$ cat config.mk
export PLATFORM = sky130hd
export DESIGN_NAME = shadow_cfg_reg
export DESIGN_NICKNAME = d
export VERILOG_FILES = /design/src/rtl/shadow_cfg_pkg.sv /design/src/rtl/cfg_addr_decode.sv /design/src/rtl/cfg_reg_core.sv /design/src/rtl/shadow_cfg_reg.sv
export SDC_FILE = /design/constraint.sdc
export NUM_CORES = 1
export LEC_CHECK = 0
export ABC_AREA = 1
export BUFFER_PORTS_ARGS = -buffer_cell sky130_fd_sc_hd__buf_2
export CAP_MARGIN = 20
export CORE_ASPECT_RATIO = 1.1
export CORE_UTILIZATION = 29
export DETAILED_ROUTE_END_ITERATION = 10
export GPL_ROUTABILITY_DRIVEN = 0
export PLACE_DENSITY = 0.76
export SYNTH_ARGS = -nofsm -noshare
export SYNTH_HDL_FRONTEND = slang
export SYNTH_HIERARCHICAL = 1
export SYNTH_SLANG_ARGS = --single-unit
$ cat constraint.sdc
create_clock -name clk -period 1.2 [get_ports clk]
set_input_delay 0.12 -clock clk [delete_from_list [all_inputs] [get_ports clk]]
set_output_delay 0.12 -clock clk [all_outputs]
set_load 0.03 [all_outputs]
$ cat src/rtl/shadow_cfg_pkg.sv
package shadow_cfg_pkg;

  typedef struct packed {
    logic       dbg_unlock;
    logic       shw_off;
    logic [1:0] tst;
    logic       fixed1;
    logic       wait_stop;
    logic       plock;
    logic       spare;
  } cfg_t;

  localparam int CFG_W = 8;

endpackage

$ cat src/rtl/cfg_addr_decode.sv
module cfg_addr_decode #(
  parameter int              ADDR_W    = 16,
  parameter logic [15:0]     REG_ADDR  = 16'h00F0,
  parameter logic [15:0]     WIN_BASE  = 16'h0FC0,
  parameter int              WIN_BYTES = 2
) (
  input  logic [ADDR_W-1:0] addr,
  output logic              reg_hit,
  output logic              win_hit
);
  logic [WIN_BYTES-1:0] byte_hit;

  genvar gi;
  generate
    for (gi = 0; gi < WIN_BYTES; gi++) begin : g_win
      localparam logic [ADDR_W-1:0] BYTE_ADDR = ADDR_W'(WIN_BASE) + ADDR_W'(gi);
      assign byte_hit[gi] = (addr == BYTE_ADDR);
    end
  endgenerate

  assign reg_hit = (addr == ADDR_W'(REG_ADDR));
  assign win_hit = |byte_hit;
endmodule

$ cat src/rtl/cfg_reg_core.sv
module cfg_reg_core
  import shadow_cfg_pkg::*;
#(
  parameter int NIB_LSB = 4
) (
  input  logic             clk,
  input  logic             rst_n,
  input  logic             special,
  input  logic             wr,
  input  logic [CFG_W-1:0] wdata,
  input  logic [3:0]       shadow_nib,
  output cfg_t             q
);

  always_ff @(posedge clk) begin
    if (!rst_n) begin
      q.dbg_unlock <= shadow_nib[3];
      q.shw_off    <= shadow_nib[2];
      q.tst        <= shadow_nib[1:0];
      q.fixed1     <= 1'b1;
      q.wait_stop  <= 1'b1;
      q.plock      <= 1'b0;
      q.spare      <= 1'b0;
    end else if (wr) begin
      if (special) begin
        q.dbg_unlock <= wdata[7];
        q.shw_off    <= wdata[6];
      end
      q.wait_stop <= wdata[2];
      q.plock     <= q.plock | wdata[1];
      q.spare     <= wdata[0];
    end
  end

  AST_RESET_LOAD: assert property (@(posedge clk) disable iff (!rst_n)
    !$past(rst_n) |-> {q.dbg_unlock, q.shw_off, q.tst} == $past(shadow_nib));

  AST_MODE_GUARD: assert property (@(posedge clk) disable iff (!rst_n)
    ($past(rst_n) && !($past(wr) && $past(special))) |-> $stable({q.dbg_unlock, q.shw_off}));

  AST_TEST_BITS_HELD: assert property (@(posedge clk) disable iff (!rst_n)
    $past(rst_n) |-> $stable(q.tst));

  AST_LOCK_STICKY: assert property (@(posedge clk) disable iff (!rst_n)
    ($past(rst_n) && $past(q.plock)) |-> q.plock);

  AST_FIXED_ONE: assert property (@(posedge clk) disable iff (!rst_n)
    $past(rst_n) |-> q.fixed1);
endmodule

$ cat src/rtl/shadow_cfg_reg.sv
module shadow_cfg_reg
  import shadow_cfg_pkg::*;
#(
  parameter int          ADDR_W    = 16,
  parameter int          SHW_W     = 16,
  parameter int          NIB_LSB   = 4,
  parameter logic [15:0] REG_ADDR  = 16'h00F0,
  parameter logic [15:0] WIN_BASE  = 16'h0FC0,
  parameter int          WIN_BYTES = 2
) (
  input  logic              clk,
  input  logic              rst_n,
  input  logic              mode_n,
  input  logic [SHW_W-1:0]  shadow_word,
  input  logic [ADDR_W-1:0] bus_addr,
  input  logic              bus_we,
  input  logic [7:0]        bus_wdata,
  output logic [7:0]        rd_data,
  output logic              dbg_lock_dis,
  output logic              wait_stop,
  output logic              prot_lock,
  output logic              shadow_sel
);
  logic reg_hit;
  logic win_hit;
  cfg_t q;

  cfg_addr_decode #(
    .ADDR_W(ADDR_W), .REG_ADDR(REG_ADDR), .WIN_BASE(WIN_BASE), .WIN_BYTES(WIN_BYTES)
  ) u_dec (
    .addr(bus_addr), .reg_hit(reg_hit), .win_hit(win_hit)
  );

  cfg_reg_core #(.NIB_LSB(NIB_LSB)) u_core (
    .clk(clk), .rst_n(rst_n), .special(!mode_n), .wr(bus_we && reg_hit),
    .wdata(bus_wdata), .shadow_nib(shadow_word[NIB_LSB +: 4]), .q(q)
  );

  assign rd_data      = q;
  assign dbg_lock_dis = q.dbg_unlock;
  assign wait_stop    = q.wait_stop;
  assign prot_lock    = q.plock;
  assign shadow_sel   = win_hit && !q.shw_off;

  AST_SEL_IN_WINDOW: assert property (@(posedge clk) disable iff (!rst_n)
    shadow_sel |-> (bus_addr[ADDR_W-1:1] == WIN_BASE[ADDR_W-1:1] && !rd_data[6]));

  AST_OFF_ADDR_WRITE: assert property (@(posedge clk) disable iff (!rst_n)
    ($past(rst_n) && $past(bus_addr) != ADDR_W'(REG_ADDR)) |-> $stable(rd_data));
endmodule

======== Word level (Yosys, flattened, before mapping) ========
Index checks and enable logic that the tools add are counted.
word-level totals
  bits of input ports ..................... 44
  bits in registers ....................... 7
  logic and storage cells ................. 20
cells by class
  bitwise logic cells ..................... 1
  muxes and demuxes ....................... 3
  reduce and logical (&&, ||, !) cells .... 5
  equality and inequality tests ........... 5
operators by type and width
  kind                    count
  $eq A16 B12 Y1 const B  2
  $eq A16 B8 Y1 const B   1
  $mux W2                 3
  $logic_and A1 B1 Y1     2
  $ne A2 B1 Y1 const B    1
  $ne A2 B2 Y1 const B    1
  $reduce_and A2 Y1       1
  $reduce_or A2 Y1        1
  $logic_not A1 Y1        1
  $or A1 B1 Y1            1

======== Logic depth before layout (Yosys ltp) ========
Gate-level depths: netlist (run 1).
  word-level depth ........................ 4
  gate-level depth with buffers ........... 10
  mapped depth without buffers ............ 10

======== Hierarchy ========
Netlist (run 1), hierarchy kept.
modules (own cells, without submodules)
  module           area each (µm²)  cells an instance  instances
  cfg_reg_core     276.5            30                 1
  cfg_addr_decode  97.6             23                 1
  shadow_cfg_reg   43.8             8                  1

======== Worst setup path before layout (run 1) ========
Ideal clock, no wire load.
  path kind ............................... input-to-reg
  start ................................... input bus_addr[8]
  end ..................................... register u_core/q[6] (netlist name)
  data arrival time ....................... 728 ps
  setup slack ............................. 176 ps
  required time ........................... 903 ps
  stages .................................. 9
  path buffers ............................ 0
  cells stage by stage .................... inv_1 -> nand2_1 -> nor2_1 -> nand3_1 -> nor2_1 -> nand2_1 -> inv_1 -> nand2_1 -> nand2_1
between the ends
  cells in the longest elaborated chain, start to end .. 4
RTL lines
  what                                line                   source
  start: declaration                  shadow_cfg_reg.sv:15   input logic [ADDR_W-1:0] bus_addr,
  $eq A16 B8 Y1                       cfg_addr_decode.sv:21  assign reg_hit = (addr == ADDR_W'(REG_ADDR));
  via reg_hit                         shadow_cfg_reg.sv:24   logic reg_hit;
  $logic_and A1 B1 Y1                 shadow_cfg_reg.sv:35   .clk(clk), .rst_n(rst_n), .special(!mode_n), .wr(bus_we && reg_hit),
  $ne A2 B1 Y1 (no source line)       -
  $reduce_and A2 Y1 (no source line)  -
The timed path passes the listed nets, and every way through them passes these cells.
A chain may end at the register's enable or synchronous reset.

======== Worst setup path after layout (run 1) ========
  start ................................... register u_core/q[6] (netlist name)
  end ..................................... output shadow_sel
between the ends
  cells in the longest elaborated chain, start to end .. 2
RTL lines
  what                 line                  source
  $logic_not A1 Y1     shadow_cfg_reg.sv:43  assign shadow_sel = win_hit && !q.shw_off;
  $logic_and A1 B1 Y1  shadow_cfg_reg.sv:43
  end: declaration     shadow_cfg_reg.sv:22  output logic shadow_sel
Every way passes these cells.

==> results of run 1 <==
per-layer routing:
layer	routed length, µm	track usage (%)
met5	0	0
met4	36	12.9
met3	104	1.60
met2	434	25.1
met1	293	8.97
placed cells by master, fill, tap and decap left out:
cell type / Yosys / routed
buf_4: 4 / 1
a21oi_2: 1 / 1
inv_1: 11 / 11
inv_2: 2 / 2
clkbuf_4: 0 / 3
nand3_1: 2 / 2
dfxtp_1: 3 / 3
nand2_1: 20 / 20
nor2_2: 1 / 1
buf_2: 0 / 39
nand4_1: 1 / 1
clkbuf_1: 0 / 1
nor2_1: 9 / 9
conb_1: 1 / 1
nor3_2: 1 / 1
edfxtp_1: 4 / 4
nor3_1: 1 / 1
cells by family after synthesis:
family | count (synthesis) | synth area share [%]
compound gates | 1 | 2.10
buf+inv | 17 | 18.9
flops | 7 | 43.1
other cells | 1 | 0.897
simple gates | 35 | 35.0
how the worst max path moves through the flow:
stage | from | endpoint | slack (ps) | depth (start not counted)
detailed placement | bus_addr[8] | u_core/q[6] | 30 | 10
global route | bus_addr[6] | shadow_sel | 60 | 8
floorplan | bus_addr[8] | u_core/q[6] | 180 | 9
global placement | bus_addr[8] | u_core/q[7] | 60 | 10
finish | u_core/q[6] | shadow_sel | 140 | 2
CTS | u_core/q[6] | shadow_sel | 120 | 2
worst max-delay path: cells and delay by family (launching register included):
| family | cells | cell delay, ps |
|---|---|---|
| buffers and inverters | 1 | 190 |
| and+or+nand+nor | 1 | 110 |
| DFF | 1 | 390 |
area by class of cell:
class | count | share of cell area (%)
inverters | 13 | 7.66
clock buffers | 4 | 4.13
multi-input cells | 37 | 25.0
flip-flops and latches | 7 | 28.3
repair buffers | 40 | 31.8
well taps | 16 | 3.14
power by group through the flow:
| stage | Combinational [W] | Clock (W) | Sequential (W) |
|---|---|---|---|
| final | 0.000122 | 0.000212 | 0.000272 |
| after CTS | 0.000123 | 0.000222 | 0.000273 |
| after floorplan | 0.0000417 | 0 | 0.000302 |
| after global placement | 0.000120 | 0 | 0.000276 |
| after global routing | 0.000134 | 0.000225 | 0.000274 |
| after detailed placement | 0.000123 | 0 | 0.000278 |
stage by stage:
step                      instances  instance area, µm²  hold slack (ps)  power [W]
after floorplan                  61                 418              204   0.000343
after global placement          113                 611              297   0.000396
after detailed placement        113                 611              302   0.000400
after CTS                       117                 637             36.6   0.000618
after global routing            117                 637             41.5   0.000634
final                           117                 637             44.0   0.000606
==> key figures, run 1 <==
Outcome
  • Outcome: completed

Clock tree
  • CTS HTree Levels: 1
  • Number of post-CTS setup repair buffers: 0
  • CTS Buf Count: 3
  • # clock sinks: 7
  • Hold-fix buffers, CTS: 0
  • Post-CTS Resized: 0
  • Clk slew on worst S/H paths: 50 ps
  • Latest clock arrival within the worst-skew pair: 250 ps
  • Bufs on Longest Clock Path: 2
  • TritonCTS clock tree: yes
  • Root Driver: clkbuf_4

Place
  • Port Buf Inserts: 39
  • Hpwl dp: 772 µm
  • Dpl ws: 29.1 ps

Timing
  • Setup WS post-layout: 138 ps
  • Max-slew violations: 0
  • Worst Skew: 0 ps
  • RSZ-0062 raised after global routing: no
  • Tmin final: 1060 ps
  • Final Hold Violating Endpoints: 0
  • Final period utilization: 88.5%
  • Final Setup Violations: 0
  • FMAX: 941 MHz
  • Setup_tns: 0 ps

Run
  • Max cap viols: 0

Floorplanning
  • Row Count: 14
  • Starting Density: 31.0%
  • Die W: 38.2 µm
  • Die Span Y: 41.8 µm
  • Full die area: 1600 µm²
  • Core area: 1350 µm²
  • # IOs: 56

Layout
  • Layout cells sized above 1: 47.5%
  • Nets: 146
  • Multi-input gate area: 159 µm²
  • Largest regs: u_core/q x7
  • Diodes inserted: 0
  • Max reg flops: 7
  • Synth-to-Final Area Change: 52.4%
  • Final design utilization: 47.2%
  • Largest Register: u_core/q
  • Fill cell count: 153
  • Area occupied by registers: 180 µm²

Route
  • DRT antenna net count: 0
  • 1st-pass router iterations: 3
  • Via count: 469
  • Total routed wirelength: 868 µm
  • DR iter-0 viols: 1
  • Wire per inst: 7.42 µm
  • Via density: 4.01
  • DRC Markers: 0

Worst setup path
  • Worst Setup End Kind: output port
  • Reg2Reg Setup Slack: 620 ps
  • Origin of the critical flop-to-flop path: u_core/q[1]
  • Slowest-stage cell, CP: edfxtp_1
  • CP Cell Sequence: nor2_2, buf_2
  • R2r worst-path depth: 2
  • Arrival time at the worst endpoint: 940 ps
  • Startpoint Class: flip-flop
  • Maximum fanout along the worst path: 2
  • CP Class: flip-flop to output port
  • Worst reg2reg endpoint: u_core/q[1]
  • CP max stage delay: 390 ps
  • WP data required: 1080 ps

Hold path
  • Hold crit path type: primary input to flip-flop
  • Hold_sp: shadow_word[5]
  • Hold Path Depth: 1
  • Worst hold path endpoint: u_core/q[5]

Synth
  • Synth Register Bits: 7
  • Top_reg_cell synth: edfxtp_1
  • Most frequent cell after synthesis: nand2_1
  • Register area share after synthesis: 43.1%
  • Synth top area share: 28.7%
  • Gate Count Post-Synth: 61
  • Post-synth top area cell: edfxtp_1
  • Commonest cells in the netlist: nand2_1 (20), inv_1 (11), nor2_1 (9), buf_4 (4), edfxtp_1 (4)
  • Post-Synthesis Cell Area: 418 µm²
  • Synth async-reset ratio: 0%
  • Synthesized Nets: 105
  • Syn_area_per_cell: 6.85 µm²
  • Post-synth cell types: 14
  • Largest cells by area after synthesis: edfxtp_1 (29%), nand2_1 (18%), dfxtp_1 (14%)
  • Synthesis warning total: 6
  • Post-synth EDFFs: 4

Global route
  • First-pass GRT wire length: 1390 µm
  • Total GRT Usage: 12.9%
  • Vias in the first global route: 428
  • Initial antenna violation count: 0
  • Gr ovfl total: 0
  • Largest net degree at the start of global routing: 7

Power and ir drop
  • Sequential power share: 44.9%
  • Clock Power Share: 35.0%
  • Gate power share: 20.1%
  • Internal Pwr Total: 0.000446 W
  • IR drop worst, VDD: 0.488 mV
  • Pwr dens: 952 nW/µm²
  • LEAKAGE: 0.367 nW
  • Sw Pwr: 0.000160 W
  • Sw frac: 26.5%
(Power assumes the default switching activity.)
==> run 2, diff against run 1 <==
Settings changed: REMOVE_ABC_BUFFERS set to 1.
==> run 2 against run 1 <==
  * Largest cell class unchanged
  * Largest power group unchanged
  * Combinational power about the same
  * Critical path type unchanged
  * Non-clock buffer count unchanged
  * Final cell count unchanged
  * Critical endpoint unchanged
  * Routed wire length down 5.2%
==> key figures, run 2 (synthesis gave the netlist of run 1 again) <==
Outcome
  • Outcome: completed (unchanged)

Layout
  • Multi-input gate area: 159 µm² (unchanged)
  • Non-filler cells, final: 117 (unchanged)
  • Most frequent cells in the layout: buf_2 (39), nand2_1 (20), inv_1 (11), nor2_1 (9), edfxtp_1 (4) (unchanged)
  • Diodes inserted: 0 (unchanged)
  • Area occupied by registers: 180 µm² (unchanged)
  • Final design utilization: 47.2% (unchanged)
  • Synth-to-Final Area Change: 52.4% (unchanged)
  • Fill cell count: 137 (was 153)
  • Largest Register: u_core/q (unchanged)
  • Largest regs: u_core/q x7 (unchanged)
  • Layout cells sized above 1: 47.5% (unchanged)
  • Most common cell after layout, fill and taps aside: buf_2 (unchanged)
  • Max reg flops: 7 (unchanged)
  • Nets: 146 (unchanged)

Worst setup path
  • WP data required: 1080 ps (about the same)
  • Slowest-stage cell, CP: edfxtp_1 (unchanged)
  • Maximum fanout along the worst path: 2 (unchanged)
  • Worst Setup End Kind: output port (unchanged)
  • Startpoint Class: flip-flop (unchanged)
  • Arrival time at the worst endpoint: 940 ps (about the same)
  • CP Class: flip-flop to output port (unchanged)
  • CP Cell Sequence: nor2_2, buf_2 (unchanged)
  • Reg2Reg Setup Slack: 630 ps (was 620 ps)
  • CP max stage delay: 390 ps (about the same)

Route
  • Via density: 4.00 (was 4.01)
  • Wire per inst: 7.03 µm (was 7.42 µm)
  • DRC Markers: 0 (unchanged)
  • Via count: 468 (was 469)
  • DR iter-0 viols: 1 (unchanged)
  • DRT antenna net count: 0 (unchanged)
  • Total routed wirelength: 823 µm (was 868 µm)
  • 1st-pass router iterations: 4 (was 3)

Clock tree
  • Root Driver: clkbuf_4 (unchanged)
  • Clk slew on worst S/H paths: 50 ps (about the same)
  • CTS HTree Levels: 1 (unchanged)
  • Latest clock arrival within the worst-skew pair: 250 ps (about the same)
  • Number of post-CTS setup repair buffers: 0 (unchanged)
  • Post-CTS Resized: 0 (unchanged)
  • Bufs on Longest Clock Path: 2 (unchanged)
  • TritonCTS clock tree: yes (unchanged)
  • CTS Buf Count: 3 (unchanged)
  • # clock sinks: 7 (unchanged)
  • Hold-fix buffers, CTS: 0 (unchanged)

Timing
  • Worst Skew: 0 ps (unchanged)
  • Final period utilization: 88.2% (was 88.5%)
  • Final Hold Violating Endpoints: 0 (unchanged)
  • FMAX: 945 MHz (was 941 MHz)
  • Final Setup Violations: 0 (unchanged)
  • Setup_tns: 0 ps (unchanged)
  • Tmin final: 1060 ps (about the same)
  • RSZ-0062 raised after global routing: no (unchanged)
  • Max-slew violations: 0 (unchanged)

Place
  • Cell total after placement: 113 (unchanged)
  • Port Buf Inserts: 39 (unchanged)
  • Hpwl dp: 733 µm (was 772 µm)

Global route
  • Gr ovfl total: 0 (unchanged)
  • Vias in the first global route: 406 (was 428)
  • Initial antenna violation count: 0 (unchanged)
  • First-pass GRT wire length: 1350 µm (was 1390 µm)
  • Total GRT Usage: 12.0% (was 12.9%)
  • Largest net degree at the start of global routing: 7 (unchanged)

Power and ir drop
  • Pwr dens: 944 nW/µm² (was 952 nW/µm²)
  • IR drop worst, VDD: 0.690 mV (was 0.488 mV)
  • LEAKAGE: 0.367 nW (unchanged)

Floorplanning
  • Starting Density: 31.0% (unchanged)
  • Full die area: 1600 µm² (unchanged)
  • Die W: 38.2 µm (unchanged)
  • Die Span Y: 41.8 µm (unchanged)
  • Core area: 1350 µm² (unchanged)
  • Row Count: 14 (unchanged)
  • # IOs: 56 (unchanged)

Hold path
  • Hold crit path type: primary input to flip-flop (unchanged)

Run
  • Max cap viols: 0 (unchanged)
run 2: cell counts in the layout (fill, tap and decap cells not counted):
Identical to the previous run, type by type.
run 2: final timing paths:
path | from | depth (start not counted) | endpoint
max | u_core/q[6] | 2 | shadow_sel
min | shadow_word[5] | 1 | u_core/q[5]
max reg2reg | u_core/q[1] | 2 | u_core/q[1]
min reg2reg | u_core/q[2] | 2 | u_core/q[2]
run 2: layout make-up:
class                   instances  area share [%]
well taps                      16            3.14
repair buffers                 40            31.8
inverters                      13            7.66
clock buffers                   4            4.13
multi-input cells              37            25.0
flip-flops and latches          7            28.3
run 2: per-layer routing:
layer / wire length (µm) / global-route usage [%]
met5: 0 / 0
met1: 292 / 11.3
met3: 95 / 3.21
met4: 12 / 8.57
met2: 422 / 21.0
run 2: worst max-delay path: cells and delay by family (launching register included):
family                 cells  cell delay (ps)
DFF                        1              390
buffers and inverters      1              190
and+or+nand+nor            1              110
run 2: through the flow:
stage          area, µm²  total power (W)  hold WS [ps]  worst slack [ps]
4_1_cts              637         0.000614          41.0               117
3_3_place_gp         611         0.000397           298              61.7
6_report             637         0.000601          49.3               142
2_1_floorplan        388         0.000337           204               176
3_5_place_dp         611         0.000399           298              39.6
5_1_grt              637         0.000638          37.0              76.7
run 2: power breakdown:
part / switching [W] / leakage, nW / internal (W)
combinational: 0.0000705 / 0.289 / 0.0000512
sequential: 0.00000370 / 0.0633 / 0.000268
clock: 0.0000813 / 0.0150 / 0.000126
total: 0.000156 / 0.367 / 0.000445
